File: src/rtl/vfilt_cmd_regs.sv
module vfilt_cmd_regs #(
  parameter logic [7:0] FREQ_INIT = 8'hFF
) (
  input  logic       clk,
  input  logic       rst_n,
  input  logic       bus_start,
  input  logic       wr_stb,
  input  logic [7:0] wr_byte,
  input  logic       rd_stb,
  input  logic       abort,
  output logic [7:0] rd_byte,
  output logic       rd_vld,
  output logic [2:0] clamp_hi,
  output logic       bypass,
  output logic       sync_neg,
  output logic       sync_ext,
  output logic [1:0] in_sel,
  output logic       pwr_down,
  output logic [7:0] cutoff
);
  localparam logic [7:0] MODE_INIT = 8'h03;

  typedef enum logic [1:0] {PH_IDLE, PH_CMD, PH_FREQ} phase_t;

  phase_t     phase;
  logic [7:0] mode;
  logic [7:0] freq;
  logic [1:0] chan;
  logic [1:0] rsel;

  always_ff @(posedge clk or negedge rst_n) begin
    if (!rst_n) begin
      phase   <= PH_IDLE;
      mode    <= MODE_INIT;
      freq    <= FREQ_INIT;
      chan    <= 2'd0;
      rsel    <= 2'd0;
      rd_byte <= 8'h00;
      rd_vld  <= 1'b0;
    end else begin
      rd_vld <= 1'b0;
      if (abort) phase <= PH_IDLE;
      else if (bus_start) phase <= PH_CMD;
      else if (wr_stb) begin
        case (phase)
          PH_CMD: begin
            phase <= PH_IDLE;
            case (wr_byte)
              8'h00: mode[2] <= 1'b0;
              8'h01: mode[2] <= 1'b1;
              8'h02: mode[0] <= 1'b0;
              8'h03: mode[0] <= 1'b1;
              8'h04: mode[1] <= 1'b0;
              8'h05: mode[1] <= 1'b1;
              8'h06: mode[5] <= 1'b0;
              8'h07: mode[5] <= 1'b1;
              8'h08: mode[6] <= 1'b1;
              8'h09: mode[6] <= 1'b0;
              8'h0A: mode    <= MODE_INIT;
              8'h0C: mode[4] <= 1'b0;
              8'h0D: mode[4] <= 1'b1;
              8'h0E: mode[3] <= 1'b0;
              8'h0F: mode[3] <= 1'b1;
              8'h10: rsel    <= 2'd0;
              8'h11: rsel    <= 2'd1;
              8'h12: phase   <= PH_FREQ;
              8'h13: rsel    <= 2'd2;
              8'h14: chan    <= 2'd0;
              8'h15: chan    <= 2'd1;
              8'h16: chan    <= 2'd2;
              default: ;
            endcase
          end
          PH_FREQ: begin
            freq  <= wr_byte;
            phase <= PH_IDLE;
          end
          default: ;
        endcase
      end
      if (rd_stb) begin
        rd_vld <= 1'b1;
        rsel   <= 2'd0;
        case (rsel)
          2'd1:    rd_byte <= freq;
          2'd2:    rd_byte <= {chan, 6'b0};
          default: rd_byte <= mode;
        endcase
      end
    end
  end

  assign clamp_hi = {mode[1], mode[0], mode[2]};
  assign bypass   = mode[3];
  assign sync_neg = mode[4];
  assign sync_ext = mode[5];
  assign pwr_down = mode[6];
  assign in_sel   = chan;
  assign cutoff   = freq;
endmodule


File: config.mk
export PLATFORM = sky130hd
export DESIGN_NAME = vfilt_cmd_regs
export DESIGN_NICKNAME = d
export VERILOG_FILES = /design/src/rtl/vfilt_cmd_regs.sv
export SDC_FILE = /design/constraint.sdc
export NUM_CORES = 1
export LEC_CHECK = 0
export BUFFER_PORTS_ARGS = -buffer_cell sky130_fd_sc_hd__buf_2
export CAP_MARGIN = 25
export CELL_PAD_IN_SITES_DETAIL_PLACEMENT = 1
export CELL_PAD_IN_SITES_GLOBAL_PLACEMENT = 2
export CORE_MARGIN = 2
export CORE_UTILIZATION = 32
export DETAILED_ROUTE_END_ITERATION = 6
export PLACE_DENSITY = 0.75
export SLEW_MARGIN = 20
export SYNTH_ARGS = -nofsm -noshare
export SYNTH_HDL_FRONTEND = slang
export SYNTH_SLANG_ARGS = --single-unit
File: constraint.sdc
create_clock -name clk -period 2.2 [get_ports clk]
set_input_delay 0.55 -clock clk [delete_from_list [all_inputs] [get_ports clk]]
set_output_delay 0.55 -clock clk [all_outputs]
set_load 0.005 [all_outputs]
Word-level counts from Yosys, hierarchy flattened
Cells that the tools add are included.
{ "totals": {"regBits": 30, "in_bits": 14, "output_inout_bits": 26, "word_cells": 95} }
{ "op_classes": {"n_eq_ne": 27, "muxes": 21, "bitwise": 2, "reduce_logical": 32} }
{ "ops": {"columns": ["op", "n"], "rows": [
  ["$eq 8x4->1 const B", 7],
  ["$eq 8x5->1 const B", 7],
  ["$reduce_and 5->1", 9],
  ["$eq 8x3->1 const B", 4],
  ["$mux 2", 9],
  ["$reduce_bool 2->1", 9],
  ["$eq 8x2->1 const B", 2],
  ["$pmux 8 s2", 1],
  ["$pmux 1 s2", 7],
  ["$reduce_or 2->1", 7],
  ["$pmux 2 s3", 2],
  ["$eq 8x1->1 const B", 1],
  ["$logic_not 8->1", 1],
  ["$reduce_bool 4->1", 2],
  ["$reduce_bool 3->1", 2],
  ["$eq 2x1->1 const B", 2],
  ["$eq 2x2->1 const B", 2],
  ["$pmux 2 s2", 1],
  ["$reduce_and 4->1", 1],
  ["$ne 2x1->1 const B", 1],
  ["$ne 2x2->1 const B", 1],
  ["$not 1->1", 2],
  ["$reduce_and 2->1", 1],
  ["$mux 1", 1]
]} }

Depth between registers and ports, before layout
Gate-level depths: netlist of the first run.
{ "logic_depth": {"ltp_word": 7, "depth_mapped": 6, "ltp_nobuf": 5} }

Least setup slack after synthesis of the first run
Ideal clock, no wire load.
{ "synth_path": {"path_kind": "input to register", "startpoint": "input port wr_byte[5]", "endpoint": "register rsel[0]", "setup_time_ps": 136, "arrival_ps": 1472, "t_required_ps": 2064, "path_slack_ps": 592, "path_stages": 3, "path_buffers": 0, "cell_sequence": "or4b_4 -> o41ai_2 -> a21oi_1"} }
{ "synth_between": {"elab_chain_len": 7, "word_cells_on_any_way": 11, "classes_between": "eq/ne (3); mux (6); reduce/logical (2)"} }
{ "synth_rtl": {"columns": ["element", "line_no", "source"], "rows": [
  ["start: declaration", "8", "input logic [7:0] wr_byte,"],
  ["$eq 8x5->1", "48", "case (wr_byte)"],
  ["$pmux 2 s3", "48", null],
  ["$mux 2", "45", "case (phase)"],
  ["$mux 2", "44", "else if (wr_stb) begin"],
  ["$mux 2", "43", "else if (bus_start) phase <= PH_CMD;"],
  ["$mux 2", "42", "if (abort) phase <= PH_IDLE;"],
  ["$mux 2", "81", "if (rd_stb) begin"],
  ["end signal: assignment", "37", "rsel <= 2'd0;"],
  ["end signal: assignment", "64", "8'h10: rsel <= 2'd0;"],
  ["end signal: assignment", "83", "rsel <= 2'd0;"],
  ["end: declaration", "29", "logic [1:0] rsel;"]
]} }
Parallel ways exist; a longest one is shown, timed or not. The select of a mux whose other input is x is not followed.
A chain may end at the register's enable or synchronous reset.

Worst setup path after layout of the first run
{ "layout_path": {"startpoint": "register phase[1]", "endpoint": "register rsel[0]"} }
{ "layout_between": {"elab_chain_len": 3} }
{ "layout_rtl": {"columns": ["element", "line_no", "source"], "rows": [
  ["start: declaration", "25", "phase_t phase;"],
  ["start signal: assignment", "33", "phase <= PH_IDLE;"],
  ["start signal: assignment", "42", null],
  ["start signal: assignment", "43", null],
  ["$eq 2x1->1", "45", null],
  ["$reduce_bool 2->1 (no source line)", null, null],
  ["$reduce_and 5->1 (no source line)", null, null],
  ["end signal: assignment", "64", null],
  ["end signal: assignment", "65", "8'h11: rsel <= 2'd1;"],
  ["end signal: assignment", "67", "8'h13: rsel <= 2'd2;"]
]} }
No other way between the ends.

==> metrics.cfg, run 1 <==
[global_route]
grt_first_pass_wirelength_um=7250
antenna_found_initial=0
grt_pass1_vias=1358
grt_use_total_pct=17.6
grt_max_degree=31
globalRouteOverflowTotal=0

[critical_path]
slowest_delay_ns=0.44
end_kind=flip-flop
crit_family=compound AO/OA/AOI/OAI gates
cp.arrival_ns=1.85
cp_cell_sequence=inv_1 -> ha_1 -> nand4bb_1 -> o41ai_2 -> a21oi_1
crit_path_top_delay_cell=o41ai_2
worstPathMaxFanout=7
start_kind=flip-flop
crit_type=flip-flop to flip-flop
crit_buf_inv=1
critical_path_required_ns=2.36

[synth]
ys_types=39
synth_area_um2=1570
synth_nets=164
postSynthAreaPerCell_um2=10.7
async_flop_share_pct=100
yosys.area.top_type=dfrtp_1
synth_top_area_share_pct=31.9
synth-edff-count=0
synth_area_leaders=dfrtp_1 (32%), dfstp_2 (17%), mux2_2 (7.2%)
netlist_instances=146
synth_warnings=0
seq_area_frac_synth_pct=48.6
ys_ff_latch=30
ys.flop_type=dfrtp_1

[place]
numPortBuffers=39
dp_cells=247
post-dp-hpwl_um=3190
gp_congestion=0.723

[timing]
post-route-min-period_ns=1.69
final_max_slew_viol_count=0
fin_crit_sh_pct=77.0
rsz0062_at_grt=false
tightest_slew_ns=0.692
skew_ns=0.00658
fmax_ghz=0.590
hold_viol_final=0
setup_tns_ns=0
setup_viol=0
max_slew_margin_pct=53.9

[final_layout]
layout_commonest_cell=buf_2
fillerInstances=549
final_cell_mix=buf_2 (39), dfrtp_1 (20), a21oi_1 (13), nor2_1 (13)
n_antenna_cell=0
nets=205
drive_gt1_share_pct=42.0
fin_cells=255
syn_to_final_growth_pct=26.6

[power_and_ir_drop]
p_switching_w=0.000304
p_clk_share_pct=50.6
p_int_w=0.00109
power.density_nw_per_um2=701
switching_share_pct=21.8
p_total_w=0.00139
peakVddDrop_mv=0.388
p_leak_nw=0.860
p_comb_share_pct=8.3
pwr-share-seq_pct=41.1

[cts]
cts.path.max_buffers=2
postCtsSetupRepairBufs=0
cts_root_buf=clkbuf_8
cts_hold_buf=0
clock_latency_ns=0.28
clkTransAtPathRegs_ns=0.07
numClockSinks=30
cts_max_level=2
tritoncts=built
numCtsBuffers=5
cts_resized=0

[route]
drtIter0Drc=63
viasPerCell=5.16
wl_per_cell_um=17.3
ant_nets=0
num_vias=1316
drtPass1Iterations=4
drt_wl_total_um=4400
drc=0

[die]
initial_utilization_pct=33.2
die_w_um=74.0
die_y_um=74.0
io_pins=40
row_count=25
fp.dieArea_um2=5480
core-area_um2=4720

[worst_hold_path]
hp-class=primary input to asynchronous set/reset pin

[flow_run]
drv_cap=0

[run_status]
status=completed

==> layout make-up <==
class | instances | area (µm²) | area share [%]
inverters | 6 | 22.5 | 1.13
flip-flops and latches | 30 | 763 | 38.4
multi-input cells | 101 | 749 | 37.7
clock inverters | 2 | 60.1 | 3.02
clock buffers | 6 | 82.6 | 4.16
well taps | 67 | 83.8 | 4.22
repair buffers | 43 | 225 | 11.3
==> final timing paths <==
path / from / end / slack (ns) / cells after the start
max: phase[1]$_DFFE_PN0P_ / rsel[0]$_DFFE_PN0P_ / 0.51 / 5
max reg2reg: phase[1]$_DFFE_PN0P_ / rsel[0]$_DFFE_PN0P_ / 0.51 / 5
max in group asynchronous: rst_n / rsel[1]$_DFFE_PN0P_ / 1.44 / 1
min in group clk: abort / phase[0]$_DFFE_PN0P_ / 0.49 / 2
min: rst_n / mode[6]$_DFFE_PN0P_ / 0.30 / 1
min reg2reg: rd_byte[6]$_DFFE_PN0P_ / rd_byte[6]$_DFFE_PN0P_ / 0.51 / 1
==> state kept, by name, indices dropped and copies added (netlist names) <==
register	flops
rd_vld	1
mode	7
phase	2
rsel	2
cutoff	8
in_sel	2
rd_byte	8
==> cells by family (layout without fill, tap and decap cells) <==
group | after synthesis | count (layout) | share of synthesized area [%]
AOI/OAI and AO/OA | 38 | 38 | 17.2
xor gates and xnor gates | 3 | 3 | 1.67
adders and majority gates | 4 | 4 | 3.19
buffers and inverters | 15 | 57 | 3.59
DFF | 30 | 30 | 48.6
muxes | 10 | 10 | 7.18
and+or+nand+nor | 46 | 46 | 18.5
==> metrics by stage <==
step	instance area [µm²]	worst slack, ns	utilization [%]	hold slack [ns]
2_1_floorplan	1570	0.592	-	0.254
3_3_place_gp	1840	0.401	39.0	0.490
3_5_place_dp	1840	0.407	39.0	0.495
4_1_cts	1990	0.477	42.1	0.335
5_1_grt	1990	0.264	42.1	0.345
6_report	1990	0.506	42.1	0.305
==> layer usage <==
layer,track usage [%],up-vias,wire (µm)
li1,-,629,-
met1,24.5,658,2070
met2,27.9,24,2140
met3,4.20,5,149
met4,4.24,0,46
met5,0,-,0
==> synthesized netlist by cell type, drive strengths merged, types with 3 or more instances <==
master / count
dfrtp: 20
a21oi: 13
nor2: 13
dfstp: 10
mux2: 10
a41oi: 8
clkbuf: 8
a22oi: 6
inv: 6
nor2b: 6
nor3: 6
a31oi: 4
ha: 4
nor4: 4
nand2: 3
nand4: 3
==> power groups by stage <==
stage / registers [W] / logic, W / clock network (W)
finish: 0.000573 / 0.000115 / 0.000706
CTS: 0.000573 / 0.000117 / 0.000721
global placement: 0.000582 / 0.000113 / 0
floorplan: 0.000583 / 0.0000553 / 0
global route: 0.000574 / 0.000131 / 0.000742
detailed placement: 0.000582 / 0.000116 / 0
Power figures use the tool's default switching activity.
==> run 2: changes to the inputs <==
- CORE_UTILIZATION: 32 -> 29
- PLACE_DENSITY: 0.75 -> 0.72
- clock period: 2.2 -> 1.51 ns (I/O delays scaled with it)
==> run 2 against run 1 <==
Net effect: utilization is 0.22 points higher; cell area rose by 10%; routed wire length grew 7.5%; critical path depth is 1 higher; sequential power up 46%; clock skew about the same.
==> metrics.cfg, run 2 (synthesized netlist as in run 1, its figures left out) <==
[global_route]
grt_max_degree=31  ; unchanged
grt_first_pass_wirelength_um=7730  ; was 7250 µm
grt_pass1_vias=1487  ; was 1,358
globalRouteOverflowTotal=0  ; unchanged
antenna_found_initial=0  ; unchanged
grt_use_total_pct=16.7  ; was 17.6%

[cts]
cts.path.max_buffers=2  ; unchanged
numCtsBuffers=5  ; unchanged
cts_root_buf=clkbuf_8  ; unchanged
cts_hold_buf=0  ; unchanged
tritoncts=built  ; unchanged
clkTransAtPathRegs_ns=0.07  ; about the same
numClockSinks=30  ; unchanged
clock_latency_ns=0.28  ; about the same
cts_max_level=2  ; unchanged

[critical_path]
worstPathMaxFanout=8  ; was 7
cp.arrival_ns=1.66  ; was 1.85 ns
slowest_delay_ns=0.40  ; was 0.44 ns
crit_family=flip-flops  ; was compound AO/OA/AOI/OAI gates
reg2regPathDepth=6  ; was 5
cp.depth=6  ; was 5
crit_path_top_delay_cell=dfrtp_1  ; was o41ai_2
crit_buf_inv=2  ; was 1
rrSetupSlack_ns=0.06  ; was 0.51 ns
regToRegEndpoint=cutoff[6]$_DFFE_PN1P_  ; was rsel[0]$_DFFE_PN0P_
crit_type=flip-flop to flip-flop  ; unchanged
r2r_start=phase[0]$_DFFE_PN0P_  ; was phase[1]$_DFFE_PN0P_
start_kind=flip-flop  ; unchanged
critical_path_required_ns=1.72  ; was 2.36 ns
end_kind=flip-flop  ; unchanged
cp_cell_sequence=inv_1 -> ha_2 -> nand2_1 -> nor3_2 -> buf_6 -> mux2_2  ; was inv_1 -> ha_1 -> nand4bb_1 -> o41ai_2 -> a21oi_1

[worst_hold_path]
hp-class=primary input to asynchronous set/reset pin  ; unchanged

[die]
row_count=26  ; was 25
fp.dieArea_um2=6010  ; was 5480 µm²
die_y_um=77.6  ; was 74.0 µm
die_w_um=77.6  ; was 74.0 µm
io_pins=40  ; unchanged
initial_utilization_pct=30.3  ; was 33.2%
core-area_um2=5170  ; was 4720 µm²

[route]
met2_length_um=2260  ; was 2140 µm
route.met3.wl_um=199  ; was 149 µm
drt_wl_total_um=4740  ; was 4400 µm
drtPass1Iterations=4  ; unchanged
wl_per_cell_um=17.3  ; about the same
ant_nets=0  ; unchanged
drc=0  ; unchanged
routedLengthMet1_um=2200  ; was 2070 µm
viasPerCell=5.12  ; was 5.16
top_layer_used=met4  ; unchanged
drtIter0Drc=69  ; was 63
num_vias=1399  ; was 1,316

[place]
numPortBuffers=39  ; unchanged
post-dp-hpwl_um=3530  ; was 3190 µm
gp_congestion=0.723  ; about the same
post-place-ws_ns=-0.108  ; was 0.407 ns
dpl_cell_area_um2=1950  ; was 1840 µm²

[final_layout]
syn_to_final_growth_pct=39.4  ; was 26.6%
multi_input_area_um2=822  ; was 749 µm²
fin_area_um2=2190  ; was 1990 µm²
fillerInstances=592  ; was 549
drive_gt1_share_pct=50.2  ; was 42.0%
nets=220  ; was 205
register_area_um2=763  ; unchanged
final_cell_mix=buf_2 (39), dfrtp_1 (20), buf_4 (16)  ; was buf_2 (39), dfrtp_1 (20), a21oi_1 (13), nor2_1 (13)
n_antenna_cell=0  ; unchanged
layout_commonest_cell=buf_2  ; unchanged

[timing]
fmax_ghz=0.688  ; was 0.590 GHz
tightest_slew_ns=0.395  ; was 0.692 ns
holdWs_ns=0.110  ; was 0.305 ns
final_max_slew_viol_count=0  ; unchanged
worst_slack_ns=0.0559  ; was 0.506 ns
fin_crit_sh_pct=96.3  ; was 77.0%
max_slew_margin_pct=73.7  ; was 53.9%
hold_viol_final=0  ; unchanged
setup_viol=0  ; unchanged
rsz0062_at_grt=true  ; was false
post-route-min-period_ns=1.45  ; was 1.69 ns
skew_ns=0.00671  ; was 0.00658 ns

[run_status]
status=completed  ; unchanged

[flow_run]
drv_cap=0  ; unchanged

[power_and_ir_drop]
power.density_nw_per_um2=939  ; was 701 nW/µm²
peakVddDrop_mv=0.595  ; was 0.388 mV
p_comb_share_pct=9.6  ; was 8.3%
p_switching_w=0.000446  ; was 0.000304 W
p_clk_share_pct=49.8  ; was 50.6%
p_int_w=0.00161  ; was 0.00109 W
pwr-share-seq_pct=40.7  ; was 41.1%
p_leak_nw=0.947  ; was 0.860 nW
switching_share_pct=21.7  ; was 21.8%

## run 2: cell types whose count changed in the layout (fill, tap and decap cells not counted), moves of 3 or more
cell    delta
mux2_4     +6
buf_6      +3
ha_1       -4
mux2_2     -6
buf_4     +12
ha_2       +3
## run 2: power groups by stage
stage                     clock network, W  logic [W]  registers (W)
after CTS                          0.00104   0.000196       0.000834
after global placement                   0   0.000184       0.000847
after detailed placement                 0   0.000192       0.000848
after global routing               0.00108   0.000217       0.000837
after floorplan                          0  0.0000806       0.000849
final                              0.00102   0.000197       0.000835
## run 2: routing by layer
metal / GRT usage, % / up-vias
met2: 26.7 / 34
met3: 4.53 / 9
met4: 6.43 / 0
met5: 0 / -
li1: - / 661
met1: 21.5 / 695
## run 2: metrics by stage
step                      total power [W]  cells  util (%)  setup TNS [ns]
after floorplan                  0.000929    146         -               0
after global placement            0.00103    263      37.6          -0.257
after detailed placement          0.00104    263      37.6          -0.602
after CTS                         0.00207    271      40.6               0
after global routing              0.00213    273      42.3         -0.0296
final                             0.00205    273      42.3               0
## run 2: worst max path at each step
stage                                     from                     end  slack [ns]
after floorplan            rsel[0]$_DFFE_PN0P_  rd_byte[6]$_DFFE_PN0P_        0.02
after global placement              wr_byte[5]     rsel[0]$_DFFE_PN0P_       -0.07
after detailed placement            wr_byte[5]    phase[1]$_DFFE_PN0P_       -0.11
after CTS                  rsel[0]$_DFFE_PN0P_  rd_byte[6]$_DFFE_PN0P_        0.01
after global routing      phase[0]$_DFFE_PN0P_   cutoff[7]$_DFFE_PN1P_       -0.02
final                     phase[0]$_DFFE_PN0P_   cutoff[6]$_DFFE_PN1P_        0.06
## run 2: layout make-up
class,instances,area share [%]
flip-flops and latches,30,34.9
inverters,6,1.03
clock inverters,2,2.75
clock buffers,6,3.78
well taps,70,4.00
repair buffers,58,16.0
multi-input cells,101,37.6
## run 2: timing repair
| item | in CTS | in global routing |
|---|---|---|
| setup endpoints to repair | 3 | 18 |
| resized for setup | 2 | 17 |
| gates cloned | 0 | 0 |
| endpoints found under the hold margin | 0 | 0 |
| buffers inserted | 0 | 2 |
| pin swaps | 0 | 4 |
## run 2: worst reg2reg max path, cell delays in order (launching register included)
cell	delay (ns)
dfrtp_1	0.40
inv_1	0.07
ha_2	0.17
nand2_1	0.06
nor3_2	0.13
buf_6	0.19
mux2_2	0.35
